==> src/rtl/tile_xfer_pkg.sv <==
// Shared format codes and helpers for the tiled-linear transfer engine.
// Assumes format codes 5..7 are unassigned and report zero bytes per pixel.
package tile_xfer_pkg;

    localparam logic [2:0] FMT_RGBA8  = 3'd0;
    localparam logic [2:0] FMT_RGB8   = 3'd1;
    localparam logic [2:0] FMT_RGB565 = 3'd2;
    localparam logic [2:0] FMT_RGB5A1 = 3'd3;
    localparam logic [2:0] FMT_RGBA4  = 3'd4;

    // Bytes per pixel of a format code; zero for unknown codes.
    function automatic logic [2:0] fmt_bytes(input logic [2:0] f);
        case (f)
            FMT_RGBA8:  return 3'd4;
            FMT_RGB8:   return 3'd3;
            FMT_RGB565,
            FMT_RGB5A1,
            FMT_RGBA4:  return 3'd2;
            default:    return 3'd0;
        endcase
    endfunction

    // True when the code names a supported format.
    function automatic logic fmt_known(input logic [2:0] f);
        return f <= FMT_RGBA4;
    endfunction

endpackage

==> src/rtl/tile_xfer_addr.sv <==
// Byte offset generator for one output pixel.
// Computes source and destination offsets for either direction, with 2:1
// decimation. Assumes AW is wide enough for every product it forms.
module tile_xfer_addr #(
    parameter int AW    = 12,
    parameter int DIM_W = 9
) (
    input  logic [DIM_W-1:0] x,
    input  logic [DIM_W-1:0] y,
    input  logic             half_x,
    input  logic             half_y,
    input  logic             to_tiled,
    input  logic [DIM_W-1:0] in_width,
    input  logic [DIM_W-1:0] ow,
    input  logic [2:0]       sbpp,
    input  logic [2:0]       dbpp,
    output logic [AW-1:0]    src_off,
    output logic [AW-1:0]    dst_off
);

    logic [AW-1:0] xa, ya, sx, sy, iw, owa, sb, db;
    logic [AW-1:0] tile_out, tile_in;

    // Tile-relative pixel index: column of tiles plus interleaved low bits.
    function automatic logic [AW-1:0] tile_pix(input logic [AW-1:0] px, input logic [AW-1:0] py);
        return ((px >> 3) << 6) | AW'({py[2], px[2], py[1], px[1], py[0], px[0]});
    endfunction

    // Widen coordinates and apply decimation.
    always_comb begin
        xa  = AW'(x);
        ya  = AW'(y);
        sx  = half_x ? (xa << 1) : xa;
        sy  = half_y ? (ya << 1) : ya;
        iw  = AW'(in_width);
        owa = AW'(ow);
        sb  = AW'(sbpp);
        db  = AW'(dbpp);
    end

    // Form both offsets for the selected direction.
    always_comb begin
        tile_out = tile_pix(xa, ya) + (ya & ~AW'(7)) * owa;
        tile_in  = tile_pix(sx, sy) + (sy & ~AW'(7)) * iw;
        if (to_tiled) begin
            src_off = (sx + sy * iw) * sb;
            dst_off = tile_out * db;
        end else begin
            src_off = tile_in * sb;
            dst_off = (xa + ya * owa) * db;
        end
    end

endmodule

==> src/rtl/tile_xfer_codec.sv <==
// Pixel converter: decodes a source word to 8-bit RGBA, encodes to target.
// Words are little-endian assembled; unused high bytes are expected zero.
module tile_xfer_codec
    import tile_xfer_pkg::*;
(
    input  logic [2:0]  in_fmt,
    input  logic [2:0]  out_fmt,
    input  logic [31:0] src_word,
    output logic [31:0] dst_word
);

    logic [7:0] r, g, b, a;

    function automatic logic [7:0] wid5(input logic [4:0] v);
        return {v, v[4:2]};
    endfunction

    function automatic logic [7:0] wid6(input logic [5:0] v);
        return {v, v[5:4]};
    endfunction

    // Decode source word into full-width channels.
    always_comb begin
        case (in_fmt)
            FMT_RGBA8:  {r, g, b, a} = src_word;
            FMT_RGB8:   {r, g, b, a} = {src_word[23:0], 8'hFF};
            FMT_RGB565: {r, g, b, a} = {wid5(src_word[15:11]), wid6(src_word[10:5]),
                                        wid5(src_word[4:0]), 8'hFF};
            FMT_RGB5A1: {r, g, b, a} = {wid5(src_word[15:11]), wid5(src_word[10:6]),
                                        wid5(src_word[5:1]), {8{src_word[0]}}};
            FMT_RGBA4:  {r, g, b, a} = {{2{src_word[15:12]}}, {2{src_word[11:8]}},
                                        {2{src_word[7:4]}}, {2{src_word[3:0]}}};
            default:    {r, g, b, a} = 32'h0;
        endcase
    end

    // Encode channels by truncation into the target layout.
    always_comb begin
        case (out_fmt)
            FMT_RGBA8:  dst_word = {r, g, b, a};
            FMT_RGB8:   dst_word = {8'h00, r, g, b};
            FMT_RGB565: dst_word = {16'h0, r[7:3], g[7:2], b[7:3]};
            FMT_RGB5A1: dst_word = {16'h0, r[7:3], g[7:3], b[7:3], a[7]};
            FMT_RGBA4:  dst_word = {16'h0, r[7:4], g[7:4], b[7:4], a[7:4]};
            default:    dst_word = 32'h0;
        endcase
    end

endmodule

==> src/rtl/tile_xfer_engine.sv <==
// Triggered copy engine between linear and 8x8 tiled framebuffers.
// Reads each source pixel one byte at a time (one-cycle read latency),
// converts it and writes it back one byte at a time; a raw mode moves bytes
// untouched. Assumes configuration inputs are stable while busy.
module tile_xfer_engine
    import tile_xfer_pkg::*;
#(
    parameter int AW    = 12,
    parameter int DIM_W = 9
) (
    input  logic             clk,
    input  logic             rst_n,
    input  logic             go_wr,
    input  logic             go_val,
    input  logic [AW-1:0]    src_base,
    input  logic [AW-1:0]    dst_base,
    input  logic [DIM_W-1:0] in_width,
    input  logic [DIM_W-1:0] out_width,
    input  logic [DIM_W-1:0] out_height,
    input  logic [2:0]       in_fmt,
    input  logic [2:0]       out_fmt,
    input  logic             to_tiled,
    input  logic             half_x,
    input  logic             half_y,
    input  logic             raw_mode,
    output logic             mem_rd_en,
    output logic [AW-1:0]    mem_rd_addr,
    input  logic [7:0]       mem_rd_data,
    output logic             mem_wr_en,
    output logic [AW-1:0]    mem_wr_addr,
    output logic [7:0]       mem_wr_data,
    output logic             busy,
    output logic             done_irq,
    output logic             fmt_err
);

    typedef enum logic [2:0] {S_IDLE, S_PIX, S_RD, S_CAP, S_WR, S_DONE} state_t;

    state_t            state;
    logic [DIM_W-1:0]  x, y, ow, oh;
    logic [AW-1:0]     n, raw_total, src_off, dst_off;
    logic [1:0]        bi, rd_last, wr_last;
    logic [31:0]       word, enc_word;
    logic [2:0]        sbpp, dbpp;
    logic              fmts_ok, empty, last_unit;

    // Derived sizes, limits and end-of-transfer test.
    always_comb begin
        sbpp      = fmt_bytes(in_fmt);
        dbpp      = fmt_bytes(out_fmt);
        fmts_ok   = fmt_known(in_fmt) && fmt_known(out_fmt);
        ow        = half_x ? (out_width >> 1) : out_width;
        oh        = half_y ? (out_height >> 1) : out_height;
        raw_total = AW'(out_width) * AW'(out_height) * AW'(dbpp);
        empty     = raw_mode ? (raw_total == '0) : (ow == '0 || oh == '0);
        last_unit = raw_mode ? (n == raw_total - 1'b1)
                             : (x == ow - 1'b1 && y == oh - 1'b1);
        rd_last   = raw_mode ? 2'd0 : 2'(sbpp - 3'd1);
        wr_last   = raw_mode ? 2'd0 : 2'(dbpp - 3'd1);
    end

    tile_xfer_addr #(.AW(AW), .DIM_W(DIM_W)) u_addr (
        .x(x), .y(y), .half_x(half_x), .half_y(half_y), .to_tiled(to_tiled),
        .in_width(in_width), .ow(ow), .sbpp(sbpp), .dbpp(dbpp),
        .src_off(src_off), .dst_off(dst_off)
    );

    tile_xfer_codec u_codec (
        .in_fmt(in_fmt), .out_fmt(out_fmt), .src_word(word), .dst_word(enc_word)
    );

    // Memory port and status outputs decoded from the sequencer state.
    always_comb begin
        busy        = (state != S_IDLE);
        done_irq    = (state == S_DONE);
        mem_rd_en   = (state == S_RD);
        mem_wr_en   = (state == S_WR);
        mem_rd_addr = src_base + (raw_mode ? n : src_off) + AW'(bi);
        mem_wr_addr = dst_base + (raw_mode ? n : dst_off) + AW'(bi);
        mem_wr_data = raw_mode ? word[7:0] : enc_word[{bi, 3'b000} +: 8];
    end

    // Transfer sequencer: per unit, read bytes, then write bytes, then advance.
    always_ff @(posedge clk) begin
        if (!rst_n) begin
            state   <= S_IDLE;
            x       <= '0;
            y       <= '0;
            n       <= '0;
            bi      <= '0;
            word    <= '0;
            fmt_err <= 1'b0;
        end else begin
            case (state)
                S_IDLE: if (go_wr && go_val) begin
                    x       <= '0;
                    y       <= '0;
                    n       <= '0;
                    bi      <= '0;
                    fmt_err <= raw_mode && !fmt_known(out_fmt);
                    state   <= empty ? S_DONE : S_PIX;
                end
                S_PIX: begin
                    word <= '0;
                    bi   <= '0;
                    if (raw_mode || fmts_ok) begin
                        state <= S_RD;
                    end else begin
                        fmt_err <= 1'b1;
                        if (last_unit) state <= S_DONE;
                        else begin
                            x <= (x == ow - 1'b1) ? '0 : x + 1'b1;
                            if (x == ow - 1'b1) y <= y + 1'b1;
                        end
                    end
                end
                S_RD: state <= S_CAP;
                S_CAP: begin
                    word[{bi, 3'b000} +: 8] <= mem_rd_data;
                    if (bi == rd_last) begin
                        bi    <= '0;
                        state <= S_WR;
                    end else begin
                        bi    <= bi + 1'b1;
                        state <= S_RD;
                    end
                end
                S_WR: begin
                    if (bi != wr_last) bi <= bi + 1'b1;
                    else if (last_unit) state <= S_DONE;
                    else begin
                        state <= S_PIX;
                        n     <= n + 1'b1;
                        x     <= (x == ow - 1'b1) ? '0 : x + 1'b1;
                        if (x == ow - 1'b1) y <= y + 1'b1;
                    end
                end
                S_DONE:  state <= S_IDLE;
                default: state <= S_IDLE;
            endcase
        end
    end

endmodule

==> config.mk <==
export PLATFORM = sky130hd
export DESIGN_NAME = tile_xfer_engine
export DESIGN_NICKNAME = d
export VERILOG_FILES = /design/src/rtl/tile_xfer_pkg.sv /design/src/rtl/tile_xfer_addr.sv /design/src/rtl/tile_xfer_codec.sv /design/src/rtl/tile_xfer_engine.sv
export SDC_FILE = /design/constraint.sdc
export NUM_CORES = 1
export LEC_CHECK = 0
export CAP_MARGIN = 15
export CORE_ASPECT_RATIO = 1.1
export CORE_MARGIN = 4
export CORE_UTILIZATION = 57
export DETAILED_ROUTE_END_ITERATION = 8
export PLACE_DENSITY = 0.73
export SYNTH_ARGS = -nofsm -noshare
export SYNTH_HDL_FRONTEND = slang
export SYNTH_SLANG_ARGS = --single-unit
==> constraint.sdc <==
create_clock -name clk -period 31.8 [get_ports clk]
set_input_delay 9.54 -clock clk [delete_from_list [all_inputs] [get_ports clk]]
set_output_delay 9.54 -clock clk [all_outputs]
set_load 0.05 [all_outputs]
**After elaboration in Yosys (flattened, before gate mapping)**

Cells that the tools add are included.

- Register bits: 68
- Input bits: 73
- Output and inout bits: 37
- Word-level logic and storage cells: 146

- Add/subtract/negate cells: 18
- $mul: 10
- Magnitude comparators: 2
- Equal/unequal tests: 24
- Shift-type cells: 3
- Multiplexer cells: 52
- Bitwise gates (word level): 2
- Reductions and logical operators: 28

Operators by type and width:

| operator | count |
|---|---|
| case mux 32 bit (5 select lines) | 1 |
| 2-to-1 mux 9 bit | 11 |
| 2-to-1 mux 12 bit | 7 |
| case mux 8 bit (5 select lines) | 2 |
| case mux 32 bit (2 select lines) | 1 |
| case mux 8 bit (4 select lines) | 2 |
| adder 12 bit | 5 |
| multiplier 12 x 3 -> 12 bit | 5 |
| case mux 9 bit (3 select lines) | 2 |
| bitwise mux 32 bit | 1 |
| variable shift 8 x 7 -> 32 bit (first input constant) | 1 |
| variable part select 32 x 6 -> 8 bit | 1 |
| variable part select 8 x 7 -> 32 bit | 1 |
| adder 12 x 2 -> 12 bit | 2 |
| multiplier 9 x 9 -> 12 bit | 2 |
| bitwise OR 12 x 6 -> 12 bit | 2 |
| case mux 12 bit (2 select lines) | 1 |
| 2-to-1 mux 3 bit | 7 |
| 2-to-1 mux 10 bit | 2 |
| adder 9 x 1 -> 9 bit (second input constant) | 2 |
| == test 3 x 2 -> 1 bit (second input constant) | 6 |
| == test 9 bit | 2 |
| logical NOT 9 bit | 2 |
| case mux 3 bit (3 select lines) | 2 |
| 37 further kinds | 69 |

**Logic depth before layout (Yosys ltp)**

Gate-level depths: netlist of run 1.

- Depth after elaboration: 10
- Depth in mapped cells: 39
- Depth with buffers taken out: 36

**Modules after synthesis**

A second synthesis of run 1 with hierarchy kept.

- Cell total of the unflattened synthesis: 2,628
- Area, all modules: 20,566.0 µm²

Modules (own cells, without submodules):

| module | instances | cells an instance | area an instance (µm²) | seq. area each (µm²) |
|---|---|---|---|---|
| tile_xfer_addr | 1 | 1,221 | 9,841.9 | 0.0 |
| tile_xfer_engine | 1 | 1,151 | 9,036.2 | 1,361.3 |
| tile_xfer_codec | 1 | 256 | 1,687.9 | 0.0 |

**Worst setup path before layout of run 1**

No wires, ideal clock.

- Kind: input to output
- Start point: input port half_y
- End point: output port mem_rd_addr[11]
- Data arrival time: 17.834 ns
- Setup slack: 4.426 ns
- Stages: 31
- Path buffers: 3
- Cells stage by stage: buf_2 -> buf_1 -> clkbuf_1 -> mux2_2 -> and2_1 -> fa_1 -> ha_1 -> ha_1 -> inv_1 -> fa_1 -> fa_1 -> inv_1 -> ha_1 -> o21ai_0 -> nor2_1 -> or3_1 -> a21oi_1 -> o21bai_1 -> xor2_1 -> nand2_1 -> fa_1 -> inv_1 -> ha_1 -> o41ai_1 -> or4b_2 -> o211ai_1 -> xnor2_1 -> xnor2_1 -> a2111oi_0 -> nor2_1 -> xnor2_1

- Cells in the longest elaborated chain, start to end: 8

RTL lines:

| element | RTL line | RTL |
|---|---|---|
| from (decl) | tile_xfer_engine.sv:24 | `input logic half_y,` |
| 2-to-1 mux 10 bit (*) | tile_xfer_addr.sv:34 | `sy = half_y ? (ya << 1) : ya;` |
| multiplier 12 x 9 -> 12 bit, or another cell as far along | tile_xfer_addr.sv:46 | `src_off = (sx + sy * iw) * sb;` |
| adder 12 bit (on tied branches) | tile_xfer_addr.sv:46, tile_xfer_addr.sv:44 |  |
| multiplier 12 x 3 -> 12 bit (on tied branches) | tile_xfer_addr.sv:46, tile_xfer_addr.sv:49 |  |
| 2-to-1 mux 12 bit (*) | tile_xfer_addr.sv:45 | `if (to_tiled) begin` |
| 2-to-1 mux 12 bit (*) | tile_xfer_engine.sv:78 | `mem_rd_addr = src_base + (raw_mode ? n : src_off) + AW'(bi);` |
| adder 12 bit (*) | tile_xfer_engine.sv:78 |  |
| adder 12 x 2 -> 12 bit (*) | tile_xfer_engine.sv:78 |  |
| to (decl) | tile_xfer_engine.sv:27 | `output logic [AW-1:0] mem_rd_addr,` |

Every way passes the cells marked *; elsewhere a longest branch is shown, timed or not.

**Worst setup path after layout of run 1**

Ends and elaborated chain as after synthesis.

==> results.py, run 1 <==
metrics = {
    "outcome": {
        "run_status": "finished, final reports clean",
    },
    "global_route": {
        "antenna_found_initial": 0,
        "grt_pass1_wl_um": 89400,
        "grt_pass1_vias": 17600,
        "grt_usage_pct": 29.0,
        "overflow": 0,
        "grt_start_max_net_pins": 45,
    },
    "worst_setup_path": {
        "r2r-start": "x[7]$_SDFFE_PN0P_",
        "critPathMaxFanout": 32,
        "critPathMaxStageDelay_ns": 0.84,
        "slowest_stage": "clkdlybuf4s50_1",
        "required_ns": 22.26,
        "rrSetupSlack_ns": 27.56,
        "path_class": "in2out",
        "endpoint_kind": "output port",
        "cp.arrival_ns": 18.78,
        "cp-start-kind": "input pin",
        "r2r-end": "y[7]$_SDFFE_PN0P_",
        "r2r_cells": 10,
        "cpMostUsedCell": "fa_1",
    },
    "yosys": {
        "async_flop_share_pct": 0,
        "synth_top_cells_by_count": "349 x inv_1, 286 x nand2_1, 223 x ha_1, 209 x fa_1, 172 x a21oi_1",
        "synth.most_common_cell": "inv_1",
        "synth-warning-count": 0,
        "ys_types": 87,
        "ys_seq_elements": 68,
        "synthTopCellsByArea": "fa_1 21%, ha_1 14%, dfxtp_1 6.9%",
        "seq_area_frac_synth_pct": 6.87,
        "avgSynthCellArea_um2": 7.75,
        "netlist_instances": 2556,
        "syn-num-nets": 3061,
        "synth_top_area_cell": "fa_1",
        "synth_edf_count": 0,
        "synth_area_um2": 19800,
        "ys.flop_type": "dfxtp_1",
        "synth_top_area_share_pct": 21.1,
    },
    "die": {
        "core_area_um2": 34300,
        "io_pins": 110,
        "die_h_um": 204,
        "rows": 71,
        "die_w_um": 186,
        "fp.dieArea_um2": 37800,
        "start_util_pct": 57.8,
    },
    "worst_hold_path": {
        "hold_end": "word[28]$_SDFFE_PN0P_",
        "hp-class": "reg2reg",
        "min_path_cells": 2,
        "holdCritStartpoint": "word[28]$_SDFFE_PN0P_",
    },
    "power_and_ir_drop": {
        "power_density_nw_per_um2": 26.5,
        "ir_worst_vdd_mv": 0.0371,
        "p_leak_nw": 9.96,
        "p_total_mw": 0.570,
    },
    "route": {
        "drc": 0,
        "vias_per_cell": 5.88,
        "drtIter0Drc": 1376,
        "ant_nets": 0,
        "wl_um": 54600,
        "vias": 17800,
        "wire_per_inst_um": 18.1,
        "drt-pass1-iter-count": 6,
    },
    "timing": {
        "skew_ns": 0.0137,
        "fmax_ghz": 0.0353,
        "finalHoldViolations": 0,
        "slew_viol_final": 0,
        "fin_tns_setup_ns": 0,
        "worstMarginPinSlew_ns": 1.09,
        "worst_slack_ns": 3.48,
        "post-route-period-util_pct": 89.1,
        "relSlewSlack_pct": 26.9,
        "min_period_ns": 28.32,
        "setup_violations": 0,
        "rsz0062_at_grt": "false",
        "fin_hold_ws_ns": 0.532,
    },
    "clocking": {
        "cts.sinks": 68,
        "cts.htree.levels": 3,
        "cts_tree": "done",
        "cts_resized": 0,
        "cts_hold_buf": 0,
        "cts_setup_buffers": 0,
        "cts_root_buf": "clkbuf_16",
        "clockBufferDepth": 2,
        "clk_latency_ns": 0.38,
        "cts_buffers": 9,
        "clkSlewWorstSetupHoldPaths_ns": 0.07,
    },
    "job": {
        "drv_cap": 0,
    },
    "placement": {
        "pre_cts_slack_ns": 3.50,
        "dpl.cell_count": 3010,
        "port_buffers": 109,
        "routabilityCongestion": 0.974,
        "hpwlAfterDp_um": 44400,
        "dpl_cell_area_um2": 21200,
    },
    "finish": {
        "layout.nets": 3088,
        "fillers": 3041,
        "diodes": 0,
        "final_cells": 3026,
        "final_cell_area_um2": 21500,
        "layout-drive-gt1-share_pct": 3.40,
        "syn_to_final_growth_pct": 8.43,
        "final_util_pct": 62.7,
    },
}
[routing by layer]
| layer | global-route usage (%) | vias up | part of all wire (%) |
|---|---|---|---|
| li1 | - | 8501 | - |
| met1 | 40.2 | 8574 | 44 |
| met2 | 46.9 | 615 | 46 |
| met3 | 3.96 | 100 | 6.7 |
| met4 | 9.55 | 0 | 3.0 |
| met5 | 0 | - | 0 |
[cell type report]
| cell class | instances | area (µm²) | share of cell area (%) |
|---|---|---|---|
| Inverter | 351 | 1320 | 6.13 |
| Multi-Input combinational cell | 2025 | 16700 | 77.8 |
| Clock buffer | 9 | 225 | 1.05 |
| Tap cell | 438 | 548 | 2.55 |
| Clock inverter | 7 | 81.3 | 0.378 |
| Sequential cell | 68 | 1360 | 6.33 |
| Timing Repair Buffer | 128 | 1230 | 5.74 |
[report_power, final]
part	internal [mW]	switching (mW)	total [mW]
combinational	0.152	0.216	0.368
sequential	0.0864	0.00362	0.0900
clock	0.0619	0.0498	0.112
[flip-flops by register name, indices dropped and copies added (netlist names)]
signal and flops:
bi 2, fmt_err 1, n 12, state 3
word 32, x 9, y 9
[critical path, delay by kind of cell]
family,cells,cell delay (ns)
compound gates,4,2.00
fa+ha+maj,8,3.57
mux,1,0.44
simple gates,4,0.64
xor+xnor,4,0.69
buf+inv,8,1.87
[how the worst max path moves through the flow]
| stage | start | to | slack, ns | cells after the start |
|---|---|---|---|---|
| floorplan | half_y | mem_rd_addr[11] | 4.43 | 31 |
| global placement | half_y | mem_rd_addr[11] | 3.69 | 31 |
| detailed placement | half_y | mem_rd_addr[11] | 3.50 | 29 |
| CTS | half_y | mem_rd_addr[11] | 3.47 | 31 |
| global route | half_y | mem_rd_addr[11] | 2.87 | 29 |
| finish | half_y | mem_rd_addr[11] | 3.48 | 29 |
[layout by cell type, fill, tap and decap left out, types with 26 or more instances in the layout]
cell type          n
a21oi_1          172
a22oi_1           43
and2_1           107
clkdlybuf4s50_1  109
dfxtp_1           68
fa_1             209
ha_1             223
inv_1            349
mux2i_1           37
nand2_1          286
nand2b_1          34
nor2_1           165
nor2b_1           71
nor3_1            29
o21ai_0          108
o21bai_1          26
xnor2_1          143
xor2_1            55
[cells by family after synthesis]
kind of cell / count (synthesis) / share of synthesized area [%]
buffers and inverters: 463 / 8.84
AO/OA/AOI/OAI: 517 / 16.5
XOR/XNOR: 204 / 9.41
AND/OR/NAND/NOR: 814 / 20.1
flip-flops: 68 / 6.87
adder cells (fa/ha/maj): 432 / 35.2
multiplexers: 58 / 3.18
Power figures use the tool's default switching activity.
==> run 2, diff against run 1 <==
- CORE_UTILIZATION: 57 -> 62
- PLACE_DENSITY: 0.73 -> not set
- PLACE_DENSITY_LB_ADDON: not set -> 0.3
==> run 2 against run 1 <==
Compared with the run above:
- flip-flop and latch count unchanged
- global-route usage increased by 2.8 points
- routed wire length up 2.1%
- first-iteration DRC count up 28%
- sequential share of layout area is essentially flat
- largest power group unchanged
- highest routed layer unchanged
==> results.py, run 2 (synthesis results as in run 1) <==
metrics = {
    "timing": {
        "relSlewSlack_pct": 20.9,
        "min_period_ns": 28.69,
        "fmax_ghz": 0.0349,
        "fin_tns_setup_ns": 0,
        "worstMarginPinSlew_ns": 1.18,
        "setup_violations": 0,
        "rsz0062_at_grt": "false",
        "slew_viol_final": 0,
        "post-route-period-util_pct": 90.2,
        "finalHoldViolations": 0,
        "skew_ns": 0.0125,
    },
    "finish": {
        "diodes": 0,
        "largest_register_ffs": 32,
        "syn_to_final_growth_pct": 8.36,
        "layout.nets": 3087,
        "final_cell_mix": "349 x inv_1, 286 x nand2_1, 223 x ha_1, 209 x fa_1, 172 x a21oi_1",
        "largest_register": "word",
        "reg.largest.list": "word: 32 flops, n: 12 flops",
        "layout-drive-gt1-share_pct": 3.32,
        "final_cells": 3007,
        "layout_commonest_cell": "inv_1",
    },
    "worst_setup_path": {
        "critPathMaxStageDelay_ns": 1.00,
        "cp-start-kind": "input pin",
        "endpoint_kind": "output port",
        "required_ns": 22.26,
        "critPathMaxFanout": 30,
        "path_class": "in2out",
        "rrSetupSlack_ns": 27.64,
        "cp.arrival_ns": 19.15,
        "r2r_cells": 10,
        "slowest_stage": "clkdlybuf4s50_1",
    },
    "clocking": {
        "clkSlewWorstSetupHoldPaths_ns": 0.06,
        "cts.htree.levels": 3,
        "clockBufferDepth": 2,
        "cts_hold_buf": 0,
        "cts_root_buf": "clkbuf_16",
        "cts_buffers": 9,
        "cts_resized": 0,
        "cts.sinks": 68,
        "cts_tree": "done",
        "cts_setup_buffers": 0,
        "clk_latency_ns": 0.37,
    },
    "route": {
        "vias": 18200,
        "drt-pass1-iter-count": 6,
        "ant_nets": 0,
        "drtIter0Drc": 1760,
        "drc": 0,
        "wire_per_inst_um": 18.6,
        "vias_per_cell": 6.06,
        "wl_um": 55800,
    },
    "placement": {
        "dpl.cell_count": 2991,
        "hpwlAfterDp_um": 44700,
        "port_buffers": 109,
        "routabilityCongestion": 0.977,
    },
    "outcome": {
        "run_status": "finished, final reports clean",
    },
    "die": {
        "fp.dieArea_um2": 34900,
        "io_pins": 110,
        "rows": 68,
        "die_h_um": 196,
        "start_util_pct": 63.0,
        "core_area_um2": 31500,
        "die_w_um": 178,
    },
    "worst_hold_path": {
        "hp-class": "reg2reg",
        "min_path_cells": 2,
    },
    "global_route": {
        "grtUsageMet1_pct": 42.2,
        "busiest_layer": "met2",
        "grt_pass1_wl_um": 90800,
        "use_met3_pct": 4.57,
        "antenna_found_initial": 0,
        "grt_start_max_net_pins": 45,
        "grt_pass1_vias": 18100,
        "grt_usage_pct": 31.8,
        "overflow": 0,
        "use_met2_pct": 53.6,
    },
    "power_and_ir_drop": {
        "ir_worst_vdd_mv": 0.0389,
        "p_leak_nw": 9.97,
        "p_total_mw": 0.584,
        "power_density_nw_per_um2": 27.2,
    },
    "job": {
        "drv_cap": 0,
    },
}
## run 2: changes by cell type in the layout (fill, tap and decap cells not counted), sizes merged
cell,change
clkinv,-2
buf,-1
bufinv,+1
inv,+1
## run 2: through the flow
| step | cell area, µm² | utilization, % | hold WS (ns) | setup slack, ns |
|---|---|---|---|---|
| finish | 21500 | 68.2 | 0.536 | 3.11 |
| global route | 21500 | 68.2 | 0.564 | 2.63 |
| CTS | 21500 | 68.2 | 0.540 | 3.24 |
| detailed placement | 21100 | 67.2 | 0.519 | 3.25 |
| global placement | 21100 | 67.2 | 0.506 | 3.53 |
| floorplan | 19800 | - | 0.487 | 4.43 |
## run 2: where the power goes
part | switching (mW) | total (mW) | leakage (nW) | internal [mW]
clock | 0.0497 | 0.120 | 0.159 | 0.0702
combinational | 0.222 | 0.374 | 9.26 | 0.152
sequential | 0.00388 | 0.0903 | 0.548 | 0.0864
## run 2: routing by layer
metal | up-vias | wire (µm)
li1 | 8489 | -
met1 | 8707 | 22800
met2 | 888 | 26600
met3 | 134 | 4610
met4 | 0 | 1800
met5 | - | 0
## run 2: path summary, 6_finish.rpt
check	from	end
max	half_x	mem_wr_addr[11]
min	word[30]$_SDFFE_PN0P_	word[30]$_SDFFE_PN0P_
min reg2reg	word[30]$_SDFFE_PN0P_	word[30]$_SDFFE_PN0P_
max reg2reg	x[7]$_SDFFE_PN0P_	y[5]$_SDFFE_PN0P_
## run 2: worst max-delay path, delay by kind of cell
family / cells / cell delay, ns
buf+inv: 6 / 2.04
simple gates: 7 / 1.27
xor+xnor: 4 / 0.70
compound gates: 9 / 1.57
fa+ha+maj: 10 / 4.01
## run 2: layout make-up
class	instances	area (µm²)
Sequential cell	68	1360
Timing Repair Buffer	127	1230
Multi-Input combinational cell	2025	16700
Fill cell	2607	10000
Tap cell	420	526
Clock buffer	9	225
Inverter	351	1320
Clock inverter	7	105
==> run 3, diff against run 2 <==
--- a/constraint.sdc
+++ b/constraint.sdc
@@ -3,2 +3,2 @@
 set_output_delay 9.54 -clock clk [all_outputs]
-set_load 0.05 [all_outputs]
+set_load 0.02 [all_outputs]
==> run 3 against run 2 <==
Compared with the run above:
- combinational power fell by 5.9%
- sequential share of layout area did not move
- count of clock-buffer cells in the layout did not move
- critical path type unchanged
- critical endpoint unchanged
- highest routed layer unchanged
==> results.py, run 3 (synthesis results as in run 1) <==
metrics = {
    "clocking": {
        "cts_tree": "done",
        "cts.htree.levels": 3,
        "clockBufferDepth": 2,
        "clk_latency_ns": 0.37,
        "clkSlewWorstSetupHoldPaths_ns": 0.07,
        "cts_resized": 0,
        "cts_root_buf": "clkbuf_16",
        "cts_hold_buf": 0,
        "cts_setup_buffers": 0,
        "cts_buffers": 9,
        "cts.sinks": 68,
    },
    "placement": {
        "hpwlAfterDp_um": 44700,
        "port_buffers": 109,
        "routabilityCongestion": 0.975,
        "dpl.cell_count": 2991,
        "pre_cts_slack_ns": 3.43,
    },
    "worst_setup_path": {
        "critPathMaxStageDelay_ns": 1.03,
        "cp-start-kind": "input pin",
        "r2r-start": "x[7]$_SDFFE_PN0P_",
        "rrSetupSlack_ns": 27.51,
        "required_ns": 22.26,
        "cp.arrival_ns": 18.99,
        "slowest_stage": "clkdlybuf4s50_1",
        "r2r_cells": 10,
        "endpoint_kind": "output port",
        "r2r-end": "y[7]$_SDFFE_PN0P_",
        "critPathMaxFanout": 30,
        "path_class": "in2out",
    },
    "power_and_ir_drop": {
        "ir_worst_vdd_mv": 0.0352,
        "p_leak_nw": 9.96,
        "power_density_nw_per_um2": 26.2,
        "p_total_mw": 0.562,
    },
    "finish": {
        "diodes": 0,
        "layout.nets": 3087,
        "final_cells": 3007,
        "syn_to_final_growth_pct": 8.36,
        "layout-drive-gt1-share_pct": 3.32,
        "layout_commonest_cell": "inv_1",
        "largest_register": "word",
        "largest_register_ffs": 32,
        "final_cell_mix": "349 x inv_1, 286 x nand2_1, 223 x ha_1, 209 x fa_1, 172 x a21oi_1",
        "reg.largest.list": "word: 32 flops, n: 12 flops",
    },
    "global_route": {
        "overflow": 0,
        "grt_pass1_wl_um": 91700,
        "grt_start_max_net_pins": 45,
        "grt_usage_pct": 32.2,
        "antenna_found_initial": 0,
        "grt_pass1_vias": 18300,
    },
    "die": {
        "die_w_um": 178,
        "core_area_um2": 31500,
        "start_util_pct": 63.0,
        "io_pins": 110,
        "rows": 68,
        "die_h_um": 196,
        "fp.dieArea_um2": 34900,
    },
    "timing": {
        "rsz0062_at_grt": "false",
        "slew_viol_final": 0,
        "relSlewSlack_pct": 20.6,
        "fin_hold_ws_ns": 0.532,
        "finalHoldViolations": 0,
        "setup_violations": 0,
        "post-route-period-util_pct": 89.7,
        "worstMarginPinSlew_ns": 1.19,
        "fmax_ghz": 0.0351,
        "fin_tns_setup_ns": 0,
        "skew_ns": 0.0164,
        "min_period_ns": 28.53,
        "worst_slack_ns": 3.27,
    },
    "route": {
        "drt-pass1-iter-count": 6,
        "vias_per_cell": 6.07,
        "drt-met1-wl_um": 23000,
        "ant_nets": 0,
        "vias": 18200,
        "wire_per_inst_um": 18.5,
        "wl_um": 55700,
        "route.met2.wl_um": 26000,
        "route.met3.wl_um": 4460,
        "drtIter0Drc": 1456,
        "top_layer": "met4",
        "drc": 0,
    },
    "worst_hold_path": {
        "min_path_cells": 2,
        "holdCritStartpoint": "word[27]$_SDFFE_PN0P_",
        "hp-class": "reg2reg",
        "hold_end": "word[27]$_SDFFE_PN0P_",
    },
    "outcome": {
        "run_status": "finished, final reports clean",
    },
    "job": {
        "drv_cap": 0,
    },
}
-- run 3: cell counts in the layout (fill, tap and decap cells not counted) --
No cell type changed its count.
-- run 3: layer usage --
layer	vias to the layer above	GRT usage, %
met2	830	53.0
met3	162	4.30
met4	0	12.4
met5	-	0
met1	8750	43.1
li1	8502	-
-- run 3: power breakdown --
part           switching [mW]  leakage (nW)  internal, mW
combinational           0.200          9.26         0.152
clock                  0.0500         0.159        0.0702
sequential            0.00381         0.548        0.0864
-- run 3: how the worst max path moves through the flow --
stage,slack (ns),to,depth (start not counted),from
finish,3.27,mem_wr_addr[11],37,half_x
detailed placement,3.43,mem_wr_addr[11],37,half_x
global placement,3.73,mem_wr_addr[11],37,half_x
CTS,3.41,mem_wr_addr[11],37,half_x
floorplan,4.87,mem_rd_addr[11],31,half_y
global route,2.81,mem_wr_addr[11],37,half_x
-- run 3: per-stage QoR --
stage | cell area, µm² | util, %
after floorplan | 19800 | -
after global placement | 21100 | 67.2
after detailed placement | 21100 | 67.2
after CTS | 21500 | 68.2
after global routing | 21500 | 68.2
final | 21500 | 68.2
-- run 3: critical path: cells and delay by family --
family / cells / cell delay [ns]
adder cells (fa/ha/maj): 10 / 4.02
AO/OA/AOI/OAI: 8 / 1.28
AND/OR/NAND/NOR: 8 / 1.41
XOR/XNOR: 4 / 0.76
buffers and inverters: 7 / 1.95
-- run 3: cell type report --
class                           instances  area (µm²)
Multi-Input combinational cell       2025       16700
Fill cell                            2657       10000
Sequential cell                        68        1360
Inverter                              351        1320
Timing Repair Buffer                  127        1230
Tap cell                              420         526
Clock buffer                            9         225
Clock inverter                          7         105
